**config.mk**
```make
export PLATFORM = sky130hd
export DESIGN_NAME = sdram_col_gen
export DESIGN_NICKNAME = d
export VERILOG_FILES = /design/src/rtl/sdram_col_pkg.sv /design/src/rtl/sdram_col_len_dec.sv /design/src/rtl/sdram_col_addr.sv /design/src/rtl/sdram_col_gen.sv
export SDC_FILE = /design/constraint.sdc
export NUM_CORES = 1
export LEC_CHECK = 0
export ABC_AREA = 0
export BUFFER_PORTS_ARGS = -buffer_cell sky130_fd_sc_hd__buf_2
export CORE_MARGIN = 2
export CORE_UTILIZATION = 45
export DETAILED_ROUTE_END_ITERATION = 7
export GPL_TIMING_DRIVEN = 0
export HOLD_SLACK_MARGIN = 0.06
export PLACE_DENSITY = 0.67
export SYNTH_ARGS = -nofsm -noshare
export SYNTH_HDL_FRONTEND = slang
export SYNTH_HIERARCHICAL = 1
export SYNTH_SLANG_ARGS = --single-unit
```
**constraint.sdc**
```tcl
create_clock -name clk -period 2.3 [get_ports clk]
set_input_delay 0.46 -clock clk [delete_from_list [all_inputs] [get_ports clk]]
set_output_delay 0.46 -clock clk [all_outputs]
set_load 0.02 [all_outputs]
```
**src/rtl/sdram_col_pkg.sv**
```systemverilog
package sdram_col_pkg;
   typedef enum logic [1:0] {
      ORG_X4   = 2'd0,
      ORG_X8   = 2'd1,
      ORG_X16  = 2'd2,
      ORG_X16B = 2'd3
   } org_e;

   localparam logic [2:0] BLC_1    = 3'd0;
   localparam logic [2:0] BLC_2    = 3'd1;
   localparam logic [2:0] BLC_4    = 3'd2;
   localparam logic [2:0] BLC_8    = 3'd3;
   localparam logic [2:0] BLC_PAGE = 3'd7;
endpackage

```
**src/rtl/sdram_col_len_dec.sv**
```systemverilog
module sdram_col_len_dec
   import sdram_col_pkg::*;
#(
   parameter int COL_W = 10
) (
   input  logic [2:0]       blen_i,
   input  logic [1:0]       org_i,
   input  logic             force_one_i,
   output logic [COL_W-1:0] page_mask_o,
   output logic [COL_W-1:0] span_mask_o,
   output logic             full_o
);
   // Column bits that exist for the selected organisation.
   for (genvar i = 0; i < COL_W; i++) begin : g_page
      if (i < COL_W - 2) begin : g_always
         assign page_mask_o[i] = 1'b1;
      end else if (i == COL_W - 2) begin : g_x8_top
         assign page_mask_o[i] = (org_i == ORG_X4) || (org_i == ORG_X8);
      end else begin : g_x4_top
         assign page_mask_o[i] = (org_i == ORG_X4);
      end
   end

   always_comb begin
      span_mask_o = '0;
      full_o      = 1'b0;
      if (!force_one_i) begin
         unique case (blen_i)
            BLC_2:    span_mask_o = COL_W'(1);
            BLC_4:    span_mask_o = COL_W'(3);
            BLC_8:    span_mask_o = COL_W'(7);
            BLC_PAGE: begin
               span_mask_o = page_mask_o;
               full_o      = 1'b1;
            end
            default:  span_mask_o = '0;
         endcase
      end
   end
endmodule

```
**src/rtl/sdram_col_addr.sv**
```systemverilog
module sdram_col_addr #(
   parameter int COL_W = 10
) (
   input  logic [COL_W-1:0] start_i,
   input  logic [COL_W-1:0] beat_i,
   input  logic [COL_W-1:0] span_i,
   input  logic             il_i,
   output logic [COL_W-1:0] col_o
);
   logic [COL_W-1:0] seq_low;
   logic [COL_W-1:0] il_low;

   assign seq_low = start_i + beat_i;
   assign il_low  = start_i ^ beat_i;
   assign col_o   = (start_i & ~span_i) | ((il_i ? il_low : seq_low) & span_i);
endmodule

```
**src/rtl/sdram_col_gen.sv**
```systemverilog
module sdram_col_gen
   import sdram_col_pkg::*;
#(
   parameter int COL_W = 10
) (
   input  logic             clk,
   input  logic             rst_n,
   input  logic             start_i,
   input  logic [COL_W-1:0] start_col_i,
   input  logic [2:0]       blen_i,
   input  logic             wrap_il_i,
   input  logic             wr_single_i,
   input  logic             is_write_i,
   input  logic [1:0]       org_i,
   input  logic             stop_i,
   output logic [COL_W-1:0] col_o,
   output logic             valid_o,
   output logic             last_o
);
   localparam logic [COL_W-1:0] ONE = COL_W'(1);

   if (COL_W < 5) begin : g_bad_width
      $error("sdram_col_gen: COL_W must be at least 5");
   end

   logic [COL_W-1:0] page_mask, span_mask, cur_col;
   logic             full_sel;
   logic [COL_W-1:0] start_q, beat_q, span_q;
   logic             il_q, full_q, valid_q, last_q;
   logic [COL_W-1:0] beat_nx;

   sdram_col_len_dec #(.COL_W(COL_W)) u_len (
      .blen_i      (blen_i),
      .org_i       (org_i),
      .force_one_i (wr_single_i && is_write_i),
      .page_mask_o (page_mask),
      .span_mask_o (span_mask),
      .full_o      (full_sel)
   );

   sdram_col_addr #(.COL_W(COL_W)) u_addr (
      .start_i (start_q),
      .beat_i  (beat_q),
      .span_i  (span_q),
      .il_i    (il_q),
      .col_o   (cur_col)
   );

   assign beat_nx = (beat_q + ONE) & span_q;

   always_ff @(posedge clk) begin
      if (!rst_n) begin
         start_q <= '0;
         beat_q  <= '0;
         span_q  <= '0;
         il_q    <= 1'b0;
         full_q  <= 1'b0;
         valid_q <= 1'b0;
         last_q  <= 1'b0;
      end else if (start_i) begin
         start_q <= start_col_i & page_mask;
         beat_q  <= '0;
         span_q  <= span_mask;
         il_q    <= wrap_il_i && !full_sel;
         full_q  <= full_sel;
         valid_q <= 1'b1;
         last_q  <= (span_mask == '0) && !full_sel;
      end else if (valid_q) begin
         if (stop_i || last_q) begin
            valid_q <= 1'b0;
            last_q  <= 1'b0;
         end else begin
            beat_q <= beat_nx;
            last_q <= (beat_nx == span_q) && !full_q;
         end
      end
   end

   assign col_o   = valid_q ? cur_col : '0;
   assign valid_o = valid_q;
   assign last_o  = last_q;
endmodule


```
==> metrics.cfg <==
[floorplan]
die_w_um = 78.46
io_pins = 34
num_rows = 27
die_h_um = 78.46
design.core.area_sq_mm = 0.005439
design.die.area_sq_mm = 0.006156
start_util = 0.4587

[synth]
synth_flop_cell = dfxtp_1
synth_top_family_by_area = simple AND/OR/NAND/NOR gates
yosys.area_share.adder = 0.05817
ys_seq_area_frac = 0.2728
ys_warn_count = 6
synth_compound_area_frac = 0.2297
synth_edf_count = 0
synth_most_common_cell = dfxtp_1
yosys-top-cells-count = dfxtp_1, nor2_1, nor2b_1
synthMuxAreaShare = 0.05717
yosysTopAreaCellShare = 0.2728
synth_seq_cells = 34
yosysUniqueCellTypes = 62
syn_inst = 307
synth_simple_gate_area_frac = 0.2889
synth_area_leaders = dfxtp_1, ha_1, mux2i_1
synthArstFlopShare = 0
avgSynthCellArea_sq_um = 8.127
synth_area_sq_mm = 0.002495
synth_xor_area_frac = 0.01755
synth_top_area_cell = dfxtp_1

[timing]
slew_viol_final = 0
fmax_mhz = 367.1
slew_headroom = 0.6165
post-route-period-util = 1.184
hold_viol = 0
fin_skew_ps = 9.597
final-setup-viol-count = 7
period_needed_ps = 2724
setup_ws_ps = -424.2
rsz0062_at_grt = yes
worst_pin_slew_ps = 575.2

[routing]
wl_per_cell_um = 14.54
wl_met3_um = 311
dr.pass1.iters = 4
route.detailed.drc = 0
highest_layer = met4
viasPerCell = 5.392
drt-met1-wl_um = 3010
ant_nets = 0
drt_iter0_markers = 80
drt-total-wl_um = 6311
wl_met2_um = 2876
dr_total_vias = 2340

[finish]
nNetsFinal = 394
area_growth_pct = 28.13
multi_input_area_sq_mm = 0.001819
antenna_cells = 0
nFillCells = 496
layout-drive-gt1-share = 0.2873
regArea_sq_um = 698.2

[global_routing]
antenna_found_initial = 0
grt_pass1_vias = 2185
grt_start_max_net_pins = 12
grt_pass1_wl_um = 10450
overflow = 0
grt_usage = 0.2144

[clock_tree]
htreeDepth = 2
cts_tree = built
ctsLongestPathBuffers = 2
cts-buffers-inserted = 5
root_buffer = clkbuf_8
clock-sinks = 34
clk_pin_slew_worst_paths_ps = 80
clock_latency_ps = 290

[worst_setup_path]
end_kind = primary output
startpoint = start_q[1]$_SDFFE_PN0P_
required_ps = 1840
worst_path_max_delay_cell = or4b_1
r2r_start = beat_q[0]$_SDFFE_PP0P_
crit_chain = ha_4, a211oi_4, o21ai_2, and3b_4, or4b_1, nand4_1, and2_4, buf_6
cp-start-kind = flop
cp_max_fo = 2
crit_type = flop to primary output
critical_path_arrival_ps = 2260
cpPeakStageDelay_ps = 460

[pwr]
p_leak_nw = 1.249
p_total_mw = 1.405
vdd_drop_max_uv = 321.8
powerDensity_mw_per_mm2 = 439.4

[worst_hold_path]
hold_class = primary input to flop
worstHoldStart = start_col_i[0]

[status]
violations = setup timing
status = complete, but fails checks

[placed_design]
place_ws_ps = -247.1
gp_congestion = 0.8262
hpwl_um = 4450
io_buffers = 33

[job]
drv_cap = 0

==> power by group <==
group / switching, mW / internal [mW] / total, mW
Clock: 0.236 / 0.354 / 0.590
Combinational: 0.0953 / 0.0971 / 0.192
Sequential: 0.0218 / 0.601 / 0.623
Total: 0.353 / 1.05 / 1.40
==> worst max-delay path: cells and delay by family, from the launching register on <==
| family | cells | cell delay, ps |
|---|---|---|
| flops | 1 | 360 |
| fa+ha+maj | 1 | 250 |
| simple gates | 4 | 890 |
| compound gates | 2 | 360 |
| buf+inv | 1 | 110 |
==> repair_timing <==
action | in CTS | in global routing
setup buffers | 6 | 1
endpoints found under the setup margin | 9 | 9
pin swaps | 16 | 5
resized for setup | 36 | 9
hold buffers | 0 | 0
==> sequential cells by signal, summed over array words and instances (netlist names) <==
name,count
last_o,1
valid_o,1
span_q,10
start_q,10
full_q,1
il_q,1
beat_q,10
==> through the flow <==
step	hold slack [ps]	utilization	instance area, sq um	setup TNS (ps)	instances
after CTS	435.9	0.5813	3162	-1846	433
after global routing	443.5	0.5878	3197	-2839	434
after global placement	493.8	0.5192	2824	-760.8	419
after detailed placement	497.5	0.5192	2824	-787.0	419
final	436.8	0.5878	3197	-2109	434
after floorplan	467.1	-	2569	-1.961	314
==> per-layer routing <==
metal,up-vias,track usage
met5,-,0
met4,0,0.05789
met2,60,0.3483
li1,1201,-
met1,1065,0.2876
met3,14,0.04598
==> placed cells by master (no fill, tap or decap), drive strengths merged, types with 13 or more instances in the layout <==
| cell | n |
|---|---|
| dfxtp | 34 |
| nand2b | 14 |
| buf | 60 |
| a21oi | 15 |
| nand2 | 13 |
| a21boi | 15 |
| nor2b | 16 |
| clkbuf | 14 |
| o21ai | 14 |
| nand3 | 14 |
| nor2 | 21 |
==> worst paths after layout <==
kind	cells past startpoint	end	slack, ps
setup / recovery	8	col_o[9]	-420
hold / removal	3	start_q[0]$_SDFFE_PN0P_	440
setup reg to reg	7	last_o$_SDFFE_PN0P_	290
hold reg to reg	2	start_q[0]$_SDFFE_PN0P_	510
==> kinds of logic after synthesis <==
logic type | count (synthesis)
XOR/XNOR | 5
flip-flops | 34
multiplexers | 14
other | 1
adder cells (fa/ha/maj) | 11
buffers and inverters | 35
AND/OR/NAND/NOR | 126
AO/OA/AOI/OAI | 81
==> area by class of cell <==
class	count	share of cell area
Inverter	8	0.009393
Buffer	27	0.04892
Clock inverter	1	0.009393
Sequential cell	34	0.2184
Multi-Input combinational cell	245	0.5691
Clock buffer	7	0.02701
Tap cell	72	0.02818
Timing Repair Buffer	40	0.08963
Note: power is estimated with default switching activity, not from simulation.
